==> src/rtl/exu_pkg.sv <==
package exu_pkg;

  typedef enum logic [3:0] {
    OP_ADD = 4'd0,  OP_SUB = 4'd1,  OP_MUL = 4'd2,  OP_DIV = 4'd3,
    OP_AND = 4'd4,  OP_OR  = 4'd5,  OP_NOT = 4'd6,  OP_ASR = 4'd7,
    OP_LSR = 4'd8,  OP_JMP = 4'd9,  OP_JEQ = 4'd10, OP_JNE = 4'd11,
    OP_JLT = 4'd12, OP_JGT = 4'd13, OP_JLE = 4'd14, OP_JGE = 4'd15
  } opcode_e;

  typedef enum logic [3:0] {
    FN_ADD, FN_SUB, FN_MUL, FN_DIV, FN_AND, FN_OR, FN_NOT, FN_ASR, FN_LSR
  } aluFn_e;

  typedef enum logic [2:0] {
    BC_ALWAYS, BC_EQ, BC_NE, BC_LT, BC_GT, BC_LE, BC_GE
  } brCond_e;

  typedef struct packed {
    logic    wbEn;
    logic    isBranch;
    logic    isDiv;
    aluFn_e  aluFn;
    brCond_e brCond;
  } exuCtrl_t;

endpackage

==> src/rtl/exu_ctrl.sv <==
module exu_ctrl
  import exu_pkg::*;
(
  input  logic       inValid,
  input  logic [3:0] opcode,
  output exuCtrl_t   ctrl
);

  always_comb begin
    ctrl = '{wbEn: 1'b0, isBranch: 1'b0, isDiv: 1'b0,
             aluFn: FN_ADD, brCond: BC_ALWAYS};
    if (inValid) begin
      unique case (opcode_e'(opcode))
        OP_ADD: begin ctrl.wbEn = 1'b1; ctrl.aluFn = FN_ADD; end
        OP_SUB: begin ctrl.wbEn = 1'b1; ctrl.aluFn = FN_SUB; end
        OP_MUL: begin ctrl.wbEn = 1'b1; ctrl.aluFn = FN_MUL; end
        OP_DIV: begin ctrl.wbEn = 1'b1; ctrl.aluFn = FN_DIV; ctrl.isDiv = 1'b1; end
        OP_AND: begin ctrl.wbEn = 1'b1; ctrl.aluFn = FN_AND; end
        OP_OR:  begin ctrl.wbEn = 1'b1; ctrl.aluFn = FN_OR;  end
        OP_NOT: begin ctrl.wbEn = 1'b1; ctrl.aluFn = FN_NOT; end
        OP_ASR: begin ctrl.wbEn = 1'b1; ctrl.aluFn = FN_ASR; end
        OP_LSR: begin ctrl.wbEn = 1'b1; ctrl.aluFn = FN_LSR; end
        OP_JMP: begin ctrl.isBranch = 1'b1; ctrl.brCond = BC_ALWAYS; end
        OP_JEQ: begin ctrl.isBranch = 1'b1; ctrl.brCond = BC_EQ; end
        OP_JNE: begin ctrl.isBranch = 1'b1; ctrl.brCond = BC_NE; end
        OP_JLT: begin ctrl.isBranch = 1'b1; ctrl.brCond = BC_LT; end
        OP_JGT: begin ctrl.isBranch = 1'b1; ctrl.brCond = BC_GT; end
        OP_JLE: begin ctrl.isBranch = 1'b1; ctrl.brCond = BC_LE; end
        OP_JGE: begin ctrl.isBranch = 1'b1; ctrl.brCond = BC_GE; end
        default: ;
      endcase
    end
  end

endmodule

==> src/rtl/exu_datapath.sv <==
module exu_datapath
  import exu_pkg::*;
#(
  parameter int DATA_W = 32,
  parameter int ADDR_W = 32
) (
  input  logic              clk,
  input  logic              rstN,
  input  exuCtrl_t          ctrl,
  input  logic [DATA_W-1:0] opB,
  input  logic [DATA_W-1:0] opC,
  input  logic [ADDR_W-1:0] tgtAddr,
  output logic              wbEn,
  output logic [DATA_W-1:0] wbData,
  output logic              branchTaken,
  output logic [ADDR_W-1:0] branchTarget,
  output logic              divZero
);

  localparam int SHAMT_W = $clog2(DATA_W);
  localparam logic [DATA_W-1:0] MOST_NEG = {1'b1, {(DATA_W-1){1'b0}}};

  logic [SHAMT_W-1:0] shAmt;
  logic [DATA_W-1:0]  aluRes;
  logic               cZero, divWrap, isEq, isLt, condMet;

  assign shAmt   = opC[SHAMT_W-1:0];
  assign cZero   = (opC == '0);
  assign divWrap = (opB == MOST_NEG) && (opC == '1);
  assign isEq    = (opB == opC);
  assign isLt    = ($signed(opB) < $signed(opC));

  always_comb begin
    unique case (ctrl.aluFn)
      FN_ADD:  aluRes = opB + opC;
      FN_SUB:  aluRes = opB - opC;
      FN_MUL:  aluRes = opB * opC;
      FN_DIV: begin
        if (cZero)        aluRes = '1;
        else if (divWrap) aluRes = MOST_NEG;
        else              aluRes = $unsigned($signed(opB) / $signed(opC));
      end
      FN_AND:  aluRes = opB & opC;
      FN_OR:   aluRes = opB | opC;
      FN_NOT:  aluRes = ~opB;
      FN_ASR:  aluRes = $unsigned($signed(opB) >>> shAmt);
      FN_LSR:  aluRes = opB >> shAmt;
      default: aluRes = '0;
    endcase
  end

  always_comb begin
    unique case (ctrl.brCond)
      BC_ALWAYS: condMet = 1'b1;
      BC_EQ:     condMet = isEq;
      BC_NE:     condMet = !isEq;
      BC_LT:     condMet = isLt;
      BC_GT:     condMet = !isLt && !isEq;
      BC_LE:     condMet = isLt || isEq;
      BC_GE:     condMet = !isLt;
      default:   condMet = 1'b0;
    endcase
  end

  always_ff @(posedge clk or negedge rstN) begin
    if (!rstN) begin
      wbEn         <= 1'b0;
      wbData       <= '0;
      branchTaken  <= 1'b0;
      branchTarget <= '0;
      divZero      <= 1'b0;
    end else begin
      wbEn         <= ctrl.wbEn;
      wbData       <= ctrl.wbEn ? aluRes : '0;
      branchTaken  <= ctrl.isBranch && condMet;
      branchTarget <= (ctrl.isBranch && condMet) ? tgtAddr : '0;
      divZero      <= ctrl.isDiv && cZero;
    end
  end

  // write-back and branch are mutually exclusive
  p_wb_or_branch_r10: assert property (@(posedge clk) disable iff (!rstN)
    !(wbEn && branchTaken));

  // idle write-back carries no data
  p_quiet_data_r10: assert property (@(posedge clk) disable iff (!rstN)
    !wbEn |-> (wbData == '0));

  // a not-taken branch leaves the target at zero
  p_quiet_target_r9: assert property (@(posedge clk) disable iff (!rstN)
    !branchTaken |-> (branchTarget == '0));

  // zero-divisor flag always comes with an all-ones result
  p_divzero_value_r7: assert property (@(posedge clk) disable iff (!rstN)
    divZero |-> (wbEn && wbData == '1));

  // a divide by zero raises the flag on the next cycle
  p_divzero_raise_r7: assert property (@(posedge clk) disable iff (!rstN)
    (ctrl.isDiv && opC == '0) |=> divZero);

  // unconditional branch lands on its target one cycle later
  p_jump_lands_r8: assert property (@(posedge clk) disable iff (!rstN)
    (ctrl.isBranch && ctrl.brCond == BC_ALWAYS) |=>
      (branchTaken && branchTarget == $past(tgtAddr)));

  // an idle control word leads to quiet outputs
  p_idle_quiet_r11: assert property (@(posedge clk) disable iff (!rstN)
    (!ctrl.wbEn && !ctrl.isBranch) |=> (!wbEn && !branchTaken && !divZero));

endmodule

==> src/rtl/exec_branch_unit.sv <==
module exec_branch_unit
  import exu_pkg::*;
#(
  parameter int DATA_W = 32,
  parameter int ADDR_W = 32
) (
  input  logic              clk,
  input  logic              rstN,
  input  logic              inValid,
  input  logic [3:0]        opcode,
  input  logic [DATA_W-1:0] opB,
  input  logic [DATA_W-1:0] opC,
  input  logic [ADDR_W-1:0] tgtAddr,
  output logic              wbEn,
  output logic [DATA_W-1:0] wbData,
  output logic              branchTaken,
  output logic [ADDR_W-1:0] branchTarget,
  output logic              divZero
);

  exuCtrl_t ctrl;

  exu_ctrl u_ctrl (
    .inValid (inValid),
    .opcode  (opcode),
    .ctrl    (ctrl)
  );

  exu_datapath #(.DATA_W(DATA_W), .ADDR_W(ADDR_W)) u_dp (
    .clk          (clk),
    .rstN         (rstN),
    .ctrl         (ctrl),
    .opB          (opB),
    .opC          (opC),
    .tgtAddr      (tgtAddr),
    .wbEn         (wbEn),
    .wbData       (wbData),
    .branchTaken  (branchTaken),
    .branchTarget (branchTarget),
    .divZero      (divZero)
  );

endmodule

==> config.mk <==
export PLATFORM = sky130hd
export DESIGN_NAME = exec_branch_unit
export DESIGN_NICKNAME = d
export VERILOG_FILES = /design/src/rtl/exu_pkg.sv /design/src/rtl/exu_ctrl.sv /design/src/rtl/exu_datapath.sv /design/src/rtl/exec_branch_unit.sv
export SDC_FILE = /design/constraint.sdc
export NUM_CORES = 2
export LEC_CHECK = 0
export BUFFER_PORTS_ARGS = -buffer_cell sky130_fd_sc_hd__buf_2
export CELL_PAD_IN_SITES_DETAIL_PLACEMENT = 2
export CELL_PAD_IN_SITES_GLOBAL_PLACEMENT = 2
export CORE_ASPECT_RATIO = 0.9
export CORE_MARGIN = 5
export CORE_UTILIZATION = 39
export DETAILED_ROUTE_END_ITERATION = 10
export PLACE_DENSITY = 0.82
export SYNTH_ARGS = -nofsm -noshare
export SYNTH_HDL_FRONTEND = slang
export SYNTH_SLANG_ARGS = --single-unit
export TNS_END_PERCENT = 100
==> constraint.sdc <==
create_clock -name clk -period 0.8 [get_ports clk]
set_input_delay 0.16 -clock clk [delete_from_list [all_inputs] [get_ports clk]]
set_output_delay 0.16 -clock clk [all_outputs]
set_load 0.05 [all_outputs]
==> results of run 1 <==
-- metrics by stage --
step / instance area [sq um] / hold WS, ps
after floorplan: 57400 / -136
after global placement: 80300 / 3.58
-- cell families after synthesis --
| group | Yosys count |
|---|---|
| simple gates | 2725 |
| compound gates | 2008 |
| fa+ha+maj | 1161 |
| buf+inv | 1069 |
| xor+xnor | 498 |
| mux | 126 |
| flops | 67 |
==> results by group, run 1 <==
Outcome
  – Last stage: detailed placement (3_5_place_dp)
  – Err: [ERROR DPL-0033] detailed placement checks failed during check placement.
  – Run status: did not finish

Placement
  – Hpwl dp: approximately 420000 um
  – GPL Wtd Cong: between 1 and 1.5
  – IO buf count: between 150 and 200

Floorplan
  – Initial Util: 0.393
  – Die X: about 410 um
  – Boundary pin count: 170
  – Die Span Y: 366 um
  – Std-Cell Rows: 130

Logic synthesis
  – Synth area leader: ha_1
  – Most common cell in the netlist: nand2_1
  – Top cells by area, synth: ha_1 (17%), fa_1 (15%), nand2_1 (6.8%)
  – Post-synthesis area per instance: between 7 and 8 sq um
  – Synth Area in XOR/XNOR: 0.0796
  – Simple-gate share of the synthesized area: 0.227
  – Most common flop cell mapped by yosys: dfrtp_1
  – Cell area after synthesis: 54900 sq um
  – Area share of the largest cell type after synthesis: 0.171
  – Mapped Nets: just under 9000
  – Cells after Synth: 7654
  – Async SR Flop Fraction: 1.00
  – Compound-cell area share of the yosys netlist: 0.240
  – Largest family of logic cells by synthesized area: adder cells
  – Register bit total from synthesis: 67
  – Warning count from the yosys run: 0
  – Synth cell count leaders: nand2_1 (992), nor2_1 (766), ha_1 (751)
  – Netlist cell types: around 110
  – Sequential area share after synthesis: 0.0306
  – EDFF count, synth: 0
  – Synth Area in Adders: 0.321
  – Multiplexer share of the synthesized area: 0.0284
==> inputs of run 2 (changes only) <==
--- a/config.mk
+++ b/config.mk
@@ -6,13 +6,10 @@
 export NUM_CORES = 2
 export LEC_CHECK = 0
 export BUFFER_PORTS_ARGS = -buffer_cell sky130_fd_sc_hd__buf_2
-export CELL_PAD_IN_SITES_DETAIL_PLACEMENT = 2
-export CELL_PAD_IN_SITES_GLOBAL_PLACEMENT = 2
-export CORE_ASPECT_RATIO = 0.9
 export CORE_MARGIN = 5
-export CORE_UTILIZATION = 39
+export CORE_UTILIZATION = 40
 export DETAILED_ROUTE_END_ITERATION = 10
-export PLACE_DENSITY = 0.82
+export PLACE_DENSITY_LB_ADDON = 0.15
 export SYNTH_ARGS = -nofsm -noshare
 export SYNTH_HDL_FRONTEND = slang
 export SYNTH_SLANG_ARGS = --single-unit
==> run 2 against run 1 <==
Effect of this change: the flow now finishes, with violations (negative setup slack); synthesized cell count unchanged; area after synthesis unchanged.
==> results by group, run 2 <==
Timing
  – Relative slew slack: 0.165
  – Fin. Hold Viols: 0
  – Worst Max-Slew Pin Slew: approximately 1200 ps
  – Final Setup Violations: 134
  – Achievable Freq: 15.0 MHz
  – Slew Viols, Final: 0
  – Period minus WS final: 66620 ps
  – Setup WS post-layout: -65820 ps
  – Crit share post-route: 83.3
  – RSZ-0062 raised after global routing: true
  – Post-Route Setup TNS: -2248710 ps

Floorplan
  – Die area: around 140000 sq um
  – Die X: 380 um (-6.2%)
  – Initial Util: 0.401 (+0.00786)
  – Die Span Y: 380 um (+4.0%)
  – Core Area: 137000 sq um
  – Std-Cell Rows: 136 (+4.6%)
  – Boundary pin count: 170 (unchanged)

Power and ir drop
  – P_int: about 110 mW
  – Clock power share: 0.018
  – Combinational group share of total power: 0.965
  – Switching Fraction: 0.520
  – Pleak: 43.2 nW
  – Reg power frac: 0.017
  – Net Switching: 117 mW
  – P per Cell Area: between 2000 and 3000 nW/um^2
  – Max VDD drop: ~3.7 mV

Clock network
  – Clock tree sinks: between 60 and 70
  – CTS tree: yes
  – H-Tree Depth: 3
  – Clock transition at the registers of the reported paths: ~60 ps
  – Deepest clock path buffer count: 2
  – CTS root buffer: clkbuf_16
  – Num CTS Buffers: 9

Setup path
  – Data arrival, critical path: 66880 ps
  – CP max-delay cell: or4_4
  – CP peak stage delay: ~660 ps
  – CP required: ~1100 ps
  – Crit end category: flop
  – Crit path kind: in2reg
  – Crit path launch type: input pin
  – Top cell by count, worst path: a21o_1
  – Critical path fanouts, max: 8

Route
  – # DRC: 0
  – DRT Pass-1 Iters: 9
  – WL final: ~320000 um
  – Avg Vias per Cell: slightly below 6
  – ANT nets after route: 0
  – Starting DRT DRC Count: between 7000 and 8000
  – Vias: between 70000 and 80000
  – Routed wire per std cell: between 20 and 30 um

Placement
  – GPL Wtd Cong: 1.09 (-3.9%)
  – Area after detailed placement: between 80000 and 90000 sq um
  – Hpwl dp: 262000 um (-38%)
  – DP Cell Count: between 10000 and 15000
  – IO buf count: 169 (unchanged)
  – Setup Slack @ Placement: -69610 ps

Global route
  – First-pass GRT wire length: 461000 um
  – Vias in the first global route: slightly above 70000
  – Grt ovf: 0
  – Initial antenna violation count: 19
  – Gr usage total: 0.419
  – Pin count of the biggest net entering global routing: just over 60

Logic synthesis
  – Cell area after synthesis: 54900 sq um (unchanged)
  – EDFF count, synth: 0 (unchanged)
  – Mapped Nets: 8918 (unchanged)
  – Area share of the largest cell type after synthesis: 0.171 (unchanged)
  – Cells after Synth: 7654 (unchanged)
  – Most common flop cell mapped by yosys: dfrtp_1
  – Synth area leader: ha_1
  – Post-synthesis area per instance: 7.17 sq um (unchanged)
  – Async SR Flop Fraction: 1.00 (unchanged)
  – Register bit total from synthesis: 67 (unchanged)
  – Top cells by area, synth: ha_1 (17%), fa_1 (15%), nand2_1 (6.8%)
  – Synth cell count leaders: nand2_1 (992), nor2_1 (766), ha_1 (751)
  – Netlist cell types: 105 (unchanged)
  – Most common cell in the netlist: nand2_1
  – Warning count from the yosys run: 0 (unchanged)
  – Sequential area share after synthesis: 0.0306 (unchanged)

Final layout
  – Non-Filler Instances: between 10000 and 15000
  – Area Overhead vs Synth: 58.1%
  – Layout Utilization: 0.633
  – Commonest non-fill, non-tap cell in the layout: buf_4
  – Layout Cell Area excl Fill: 86800 sq um
  – Final #Nets: approximately 12000
  – Top Registers: u_dp.branchTarget: 32 flops, u_dp.wbData: 32 flops
  – Fraction of layout cells with a size suffix above 1: 0.396
  – Most frequent cells in the layout: buf_4 (3013), nand2_1 (953), nor2_1 (720)

Outcome
  – Failing checks: negative setup slack
  – Run status: complete, but fails checks

Worst hold path
  – Worst Hold Class: in2reg

Job
  – Max-cap viol count: 0
-- run 2: cell counts after synthesis --
No cell type changed its count.
-- run 2: path summary, 6_finish.rpt --
check	to	slack [ps]	start	cells past startpoint
hold / removal	u_dp.branchTarget[1]	10	tgtAddr[1]	2
setup / recovery	u_dp.wbData[11]	-65820	opC[9]	345
min in group asynchronous	u_dp.wbData[12]	310	rstN	3
max in group asynchronous	u_dp.wbData[16]	120	rstN	3
-- run 2: cells by family (layout without fill, tap and decap cells) --
| group | count (synthesis) | count (layout) | share of synthesized area |
|---|---|---|---|
| compound gates | 2008 | 2008 | 0.240 |
| xor+xnor | 498 | 498 | 0.0796 |
| fa+ha+maj | 1161 | 1161 | 0.321 |
| buf+inv | 1069 | 4018 | 0.0738 |
| flops | 67 | 67 | 0.0306 |
| mux | 126 | 126 | 0.0284 |
| other cells | 0 | 14 | 0 |
| simple gates | 2725 | 2725 | 0.227 |
-- run 2: critical path, delay by kind of cell --
family / cells / cell delay (ps)
fa+ha+maj: 31 / 8290
buf+inv: 39 / 6130
xor+xnor: 1 / 140
simple gates: 97 / 17720
compound gates: 175 / 33620
mux: 2 / 690
-- run 2: power by group through the flow --
stage	combinational (mW)	clock (mW)	sequential, mW
2_1_floorplan	113	0	4.72
3_3_place_gp	203	0	3.81
3_5_place_dp	206	0	3.82
4_1_cts	211	4.07	3.80
5_1_grt	230	4.22	3.83
6_report	218	4.02	3.81
-- run 2: through the flow --
step	hold slack [ps]	total power, mW
floorplan	-136	118
global placement	134	207
detailed placement	132	210
CTS	13.4	219
global route	18.4	238
finish	13.0	226
-- run 2: timing repair --
item                       CTS  global route
hold buffers                 1             0
hold endpoints to repair    67             0
cloned                       2             3
resized for setup          434           456
setup endpoints to repair  134           134
pin swaps                  217           283
setup buffers              135           109
-- run 2: layout make-up --
class,count,area (sq um)
diodes,14,35.0
well taps,1794,2240
clock buffers,14,254
repair buffers,3281,25400
inverters,721,2770
flip-flops and latches,67,1680
fillers,12400,50200
clock inverters,2,35.0
multi-input cells,6518,54400
-- run 2: per-layer routing --
metal	up-vias	global-route usage	wire, um
met5	-	0	59
met4	8	0.226	22300
met3	980	0.0804	30200
met2	3629	0.671	140000
met1	35100	0.535	127000
li1	32700	-	-
(Power assumes the default switching activity.)
